### src/rtl/boot_mem_decoder.sv
module boot_mem_decoder #(
  parameter int BANK_W = 3,
  parameter int DATA_W = 8,
  localparam int WRAM_AW = BANK_W + 12
) (
  input  logic              clk,
  input  logic              rst_n,
  input  logic              color_mode,
  input  logic [15:0]       bus_addr,
  input  logic              bus_rd,
  input  logic              bus_wr,
  input  logic [DATA_W-1:0] bus_wdata,
  input  logic [DATA_W-1:0] boot_rdata,
  input  logic [DATA_W-1:0] cart_rdata,
  input  logic [DATA_W-1:0] video_rdata,
  input  logic [DATA_W-1:0] wram_rdata,
  input  logic [DATA_W-1:0] io_rdata,
  output logic              sel_boot,
  output logic              sel_cart_rom,
  output logic              sel_cart_ram,
  output logic              sel_video,
  output logic              sel_wram,
  output logic              sel_io,
  output logic [WRAM_AW-1:0] wram_addr,
  output logic              boot_active,
  output logic [DATA_W-1:0] ie_mask,
  output logic [DATA_W-1:0] rdata
);

  logic              boot_q;
  logic [BANK_W-1:0] bank_q;
  logic [DATA_W-1:0] ie_q;

  logic [7:0] off;
  logic page_ff, io_lo, hram, ie_hit, oam, boot_win, hit_boot_reg, hit_bank_reg;
  logic [BANK_W-1:0] bank_eff;

  assign off      = bus_addr[7:0];
  assign page_ff  = bus_addr[15:8] == 8'hFF;
  assign io_lo    = page_ff & ~bus_addr[7];
  assign ie_hit   = bus_addr == 16'hFFFF;
  assign hram     = page_ff & bus_addr[7] & ~ie_hit;
  assign oam      = bus_addr[15:8] == 8'hFE;
  assign boot_win = boot_q & ~bus_wr &
                    ((bus_addr <= 16'h00FE) |
                     (color_mode & bus_addr >= 16'h0200 & bus_addr <= 16'h08FF));

  assign hit_boot_reg = io_lo & (off == 8'h50);
  assign hit_bank_reg = io_lo & (off == 8'h70);

  assign sel_boot     = ~bus_addr[15] & boot_win;
  assign sel_cart_rom = ~bus_addr[15] & ~boot_win;
  assign sel_cart_ram = bus_addr[15:13] == 3'b101;
  assign sel_video    = (bus_addr[15:13] == 3'b100) | oam | hram;
  assign sel_wram     = (bus_addr[15:14] == 2'b11) & (bus_addr < 16'hFE00);

  always_comb begin
    sel_io = io_lo & ((off <= 8'h02) |
                      (off >= 8'h04 & off <= 8'h07) |
                      (off == 8'h0F) |
                      (off >= 8'h10 & off <= 8'h4F) |
                      (off >= 8'h51 & off <= 8'h55) |
                      (off >= 8'h60 & off <= 8'h6F) |
                      (off >= 8'h71));
  end

  assign bank_eff = color_mode ? bank_q : BANK_W'(1);

  always_comb begin
    case (bus_addr[15:12])
      4'hC:    wram_addr = {{BANK_W{1'b0}}, bus_addr[11:0]};
      4'hD:    wram_addr = {bank_eff, bus_addr[11:0]};
      default: wram_addr = WRAM_AW'(bus_addr[12:0]);
    endcase
  end

  always_ff @(posedge clk or negedge rst_n) begin
    if (!rst_n) begin
      boot_q <= 1'b1;
      bank_q <= BANK_W'(1);
      ie_q   <= '0;
    end else begin
      if ((bus_rd & boot_q & bus_addr == 16'h00FE) | (bus_wr & hit_boot_reg))
        boot_q <= 1'b0;
      if (bus_wr & hit_bank_reg)
        bank_q <= (bus_wdata[BANK_W-1:0] == '0) ? BANK_W'(1) : bus_wdata[BANK_W-1:0];
      if (bus_wr & ie_hit)
        ie_q <= bus_wdata;
    end
  end

  always_comb begin
    if (sel_boot)                         rdata = boot_rdata;
    else if (sel_cart_rom | sel_cart_ram) rdata = cart_rdata;
    else if (sel_video)                   rdata = video_rdata;
    else if (sel_wram)                    rdata = wram_rdata;
    else if (sel_io)                      rdata = io_rdata;
    else if (hit_boot_reg)                rdata = {{(DATA_W-1){1'b0}}, boot_q};
    else if (hit_bank_reg)                rdata = DATA_W'(bank_q);
    else if (ie_hit)                      rdata = ie_q;
    else                                  rdata = '0;
  end

  assign boot_active = boot_q;
  assign ie_mask     = ie_q;

endmodule

### config.mk
export PLATFORM = sky130hd
export DESIGN_NAME = boot_mem_decoder
export DESIGN_NICKNAME = d
export VERILOG_FILES = /design/src/rtl/boot_mem_decoder.sv
export SDC_FILE = /design/constraint.sdc
export NUM_CORES = 1
export LEC_CHECK = 0
export ABC_AREA = 0
export BUFFER_PORTS_ARGS = -buffer_cell sky130_fd_sc_hd__buf_2
export CELL_PAD_IN_SITES_DETAIL_PLACEMENT = 1
export CELL_PAD_IN_SITES_GLOBAL_PLACEMENT = 1
export CORE_ASPECT_RATIO = 0.6
export CORE_UTILIZATION = 26
export CTS_CLUSTER_DIAMETER = 30
export CTS_CLUSTER_SIZE = 8
export DETAILED_ROUTE_END_ITERATION = 10
export MAX_ROUTING_LAYER = met4
export PLACE_DENSITY_LB_ADDON = 0.25
export REMOVE_ABC_BUFFERS = 1
export SLEW_MARGIN = 20
export SYNTH_ARGS = -nofsm -noshare
export SYNTH_HDL_FRONTEND = slang
export SYNTH_SLANG_ARGS = --single-unit
### constraint.sdc
create_clock -name clk -period 2.1 [get_ports clk]
set_input_delay 0.105 -clock clk [delete_from_list [all_inputs] [get_ports clk]]
set_output_delay 0.105 -clock clk [all_outputs]
set_load 0.05 [all_outputs]
# Word level (Yosys, flattened, before mapping)
# Index checks and enable logic that the tools add are counted.
# totals
out_inout_bits,38
word_cells,79
ff_bits,12
in_bits,69
# op_classes
n_mux,11
bitwise,38
eq_ne,12
order_cmp,14
n_reduce_logical,1
# op_table
op,count
$mux W8,8
$pmux W15 S2,1
$ge A8 B7 Y1 const B,3
$le A8 B7 Y1 const B,3
$and A1 B1 Y1,22
$eq A16 B16 Y1 const B,1
$eq A16 B8 Y1 const B,1
$eq A8 B7 Y1 const B,2
$eq A8 B8 Y1 const B,2
$ge A16 B10 Y1 const B,1
$le A16 B12 Y1 const B,1
$le A16 B8 Y1 const B,1
$lt A16 B16 Y1 const B,1
$or A1 B1 Y1,11
$eq A4 B4 Y1 const B,2
$eq A8 B4 Y1 const B,1
$ge A8 B3 Y1 const B,1
$ge A8 B5 Y1 const B,1
$le A8 B2 Y1 const B,1
$le A8 B3 Y1 const B,1
$eq A3 B3 Y1 const B,2
$mux W3,2
$not A1 Y1,5
$logic_not A3 Y1,1
$eq A2 B2 Y1 const B,1

# Longest topological paths before layout
# depth
ltp_word,14
ltp_mapped,8
ltp_nobuf,6

# Least setup slack after synthesis
# No wires, ideal clock.
# synth_path
kind,input port to output port
startpoint,input bus_addr[11]
endpoint,output rdata[2]
t_required_ns,1.995
n_path_buf,0
cell_stages,6
t_arrival_ns,2.697
slack_ns,-0.702
cell_sequence,nand4_4 > nor4b_4 > or4b_4 > inv_1 > a211oi_1 > nor3_1
# synth_between
elab_cells_between_ends,33
cone_classes,4 x order compare; 3 x eq/ne; 8 x mux; 18 x bitwise
# synth_rtl
element,line_no,rtl
start: declaration,9,"input logic [15:0] bus_addr,"
$eq A8 B8 Y1,39,assign page_ff = bus_addr[15:8] == 8'hFF;
$and A1 B1 Y1,40,assign io_lo = page_ff & ~bus_addr[7];
$and A1 B1 Y1,58,sel_io = io_lo & ((off <= 8'h02) |
via sel_io,23,"output logic sel_io,"
$mux W8,97,else if (sel_io) rdata = io_rdata;
$mux W8,96,else if (sel_wram) rdata = wram_rdata;
$mux W8,95,else if (sel_video) rdata = video_rdata;
$mux W8,94,else if (sel_cart_rom | sel_cart_ram) rdata = cart_rdata;
$mux W8,93,if (sel_boot) rdata = boot_rdata;
end: declaration,27,output logic [DATA_W-1:0] rdata
# The timed path passes the listed nets, and every way through them passes these cells.

# Worst setup path after layout
# layout_path
startpoint,input bus_addr[6]
endpoint,output rdata[2]
# layout_between
elab_chain_cells,14
elab_cells_between_ends,51
cone_classes,14 x order compare; 4 x eq/ne; 8 x mux; 25 x bitwise
# layout_lines
element,line_no,rtl
$ge A8 B3 Y1 or $le A8 B3 Y1 (tied branches),59,(off >= 8'h04 & off <= 8'h07) |
$and A1 B1 Y1,59,
$or A1 B1 Y1,58,
$or A1 B1 Y1,59,
$or A1 B1 Y1,60,(off == 8'h0F) |
$or A1 B1 Y1,61,(off >= 8'h10 & off <= 8'h4F) |
$or A1 B1 Y1,62,(off >= 8'h51 & off <= 8'h55) |
$or A1 B1 Y1,63,(off >= 8'h60 & off <= 8'h6F) |
$and A1 B1 Y1,58,
$mux W8,97,
$mux W8,96,
$mux W8,95,
$mux W8,94,
$mux W8 (*),93,
# Mark *: on every way between the ends. The rest lies on a longest branch, timed or not.

==> results.cfg <==
[run_status]
outcome = finished, final reports clean

[drt]
ant_nets = 0
wl_per_cell_um = 16.7
first_pass_iters = 6
num_vias = 1853
drc = 0
wl_um = 6060
viasPerCell = 5.12
drt_iter0_markers = 71

[die]
core_sq_mm = 0.00505
rows = 20
die-height_um = 58.2
start_util = 0.271
fp.dieW_um = 95.6
dieArea_sq_mm = 0.00556
pin_count = 107

[sta]
hold_slack_ns = 0.0944
maxSlewHeadroom = 0.708
rsz0062_at_grt = yes
clock-skew-final_ns = 0
setup_viol = 0
worstMarginPinSlew_ns = 0.437
period_share = 0.984
report.final.slew_viol_count = 0
finalHoldViolations = 0
period_minus_slack_ns = 2.07
clock.fmax_mhz = 484
layout_setup_ws_ns = 0.0341

[clock_network]
cts_tree = done
clk_pin_slew_ns = 0.05
cts_root_buffer = clkbuf_8
cts.sinks = 12
cts_buffer_depth = 2
cts_buffers = 3
clk_latency_ns = 0.24
cts_htree_levels = 1

[job]
cap_violations = 0

[logic_synthesis]
synthCells = 173
ys_warn_count = 0
synth_edf_count = 0
synthFlopType = dfrtp_1
synth_top_cell_area_share = 0.183
mappedNetlistArea_sq_mm = 0.00137
synth.distinct_cells = 50
yosys.area.top_type = dfrtp_1
yosys_register_bits = 12
synth_async_sr_flop_share = 1.00
synth_area_leaders = dfrtp_1 (18%), mux2_2 (8.2%), buf_4 (7.1%)
synth_area_per_cell_sq_um = 7.90
ys_seq_area_frac = 0.221

[worst_setup_path]
required_ns = 2.00
critical_path.endpoint = rdata[2]
crit_fanout = 3
crit_start = bus_addr[6]
end_kind = primary output
cp-start-kind = input port
cpPeakStageDelay_ns = 0.42
cp_num_cells = 9
crit_arrival_ns = 1.96
worst-setup-path-type = input port to primary output
rrSetupSlack_ns = 1.12
rr_startpoint = boot_active$_DFFE_PN1P_
slowest_stage = a311oi_4
r2r-end = boot_active$_DFFE_PN1P_
path_buf_inv = 3
crit_family = compound AO/OA/AOI/OAI gates
r2r_cells = 3
critPathMostFrequentCell = buf_4
path_cells = buf_2 > or3_4 > a311oi_4 > buf_4 > o32ai_1 > a22oi_1 > a211oi_1 > nor3_1 > buf_4

[final_layout]
nFillCells = 658
drive_above_1_share = 0.595
diodes = 0
final_common_cell = buf_2
multi_input_area_sq_mm = 0.00104
area_growth_pct = 70.4
ff_latch_area_sq_um = 303
fin_nets = 366
fin_area_sq_mm = 0.00233
final_cell_mix = buf_2 (95), buf_4 (32), nor2_1 (23), a21oi_1 (16), nand2_1 (11)

[placed_design]
place.gp.congestion = 0.850
post_dp_cell_area_sq_mm = 0.00207
port_buffers = 106
pre_cts_ws_ns = -0.194
hpwl_um = 4850

[global_route]
busiest_layer = met1
met2_usage = 0.311
grt_max_degree = 14
grt_use_met1 = 0.333
grt_use_met3 = 0.0118
antenna_found_initial = 0
grt_pass1_wl_um = 8980
overflow = 0
grt.total_usage = 0.216
first_global_vias = 1794

[power_and_ir_drop]
p_per_area_mw_per_mm2 = 389
vdd_drop_max_v = 0.000262
p_leak_nw = 1.14

[worst_hold_path]
worst_hold_path_type = input port to flop
## how the worst min path moves through the flow
stage / startpoint / to / slack, ns / cells after the start
2_1_floorplan: rst_n / bank_q[1]$_DFFE_PN0P_ / -0.19 / 0
3_3_place_gp: rst_n / bank_q[2]$_DFFE_PN0P_ / -0.006 / 1
3_5_place_dp: rst_n / ie_mask[2]$_DFFE_PN0P_ / -0.006 / 1
4_1_cts: bus_wdata[5] / ie_mask[5]$_DFFE_PN0P_ / 0.09 / 2
5_1_grt: bus_wdata[3] / ie_mask[3]$_DFFE_PN0P_ / 0.1 / 2
6_report: bus_wdata[5] / ie_mask[5]$_DFFE_PN0P_ / 0.09 / 2
## sequential cells by signal, indices dropped and copies added (netlist names)
name / count
ie_mask: 8
boot_active: 1
bank_q: 3
## routing by layer
metal,up-vias,share of wire
li1,909,-
met1,870,0.51
met2,71,0.42
met3,3,0.064
met4,0,0.0056
met5,-,0
## Yosys cell counts (2+ instances only)
cell type / n
buf_4: 13
nor3b_1: 2
mux2_2: 10
a211oi_1: 3
a221oi_2: 2
nor3_1: 5
a221oi_1: 6
nand2b_1: 2
o22ai_1: 3
o21ai_0: 3
clkbuf_1: 2
o31ai_1: 3
nand4_1: 5
and3_1: 3
nand2_1: 11
nor4_1: 2
dfstp_2: 2
a22oi_1: 3
dfrtp_1: 10
nor2_1: 24
inv_1: 5
nand3_1: 2
buf_2: 3
and2_1: 2
o21a_1: 3
nand3b_1: 2
a21oi_1: 19
## kinds of logic (layout without fill, tap and decap cells)
kind of cell | after synthesis | after routing | synth area share
AOI/OAI and AO/OA | 57 | 57 | 0.298
DFF | 12 | 12 | 0.221
and+or+nand+nor | 70 | 70 | 0.289
buffers and inverters | 23 | 146 | 0.102
muxes | 11 | 11 | 0.0897
## through the flow
stage / setup TNS [ns] / power (mW) / utilization / instances
floorplan: -7.89 / 0.397 / - / 155
global placement: -0.528 / 0.618 / 0.410 / 355
detailed placement: -0.877 / 0.621 / 0.410 / 355
CTS: 0 / 0.885 / 0.429 / 360
global route: -0.0499 / 0.949 / 0.461 / 362
finish: 0 / 0.906 / 0.461 / 362
## power by group
group,switching (mW),internal [mW]
clock network,0.0849,0.166
logic,0.268,0.156
registers,0.0000792,0.232
total,0.353,0.554
## repair_timing
action / CTS / global route
endpoints found under the hold margin: 12 / 0
gates resized for setup: 6 / 35
setup buffers: 0 / 1
pin swaps: 0 / 9
cloned: 0 / 1
hold buffers: 1 / 0
endpoints found under the setup margin: 7 / 8
## layout make-up
type	count	share of cell area
flip-flops and latches	12	0.130
inverters	5	0.00806
repair buffers	137	0.354
well taps	66	0.0354
clock buffers	4	0.0236
multi-input cells	138	0.448
Power figures use the tool's default switching activity.
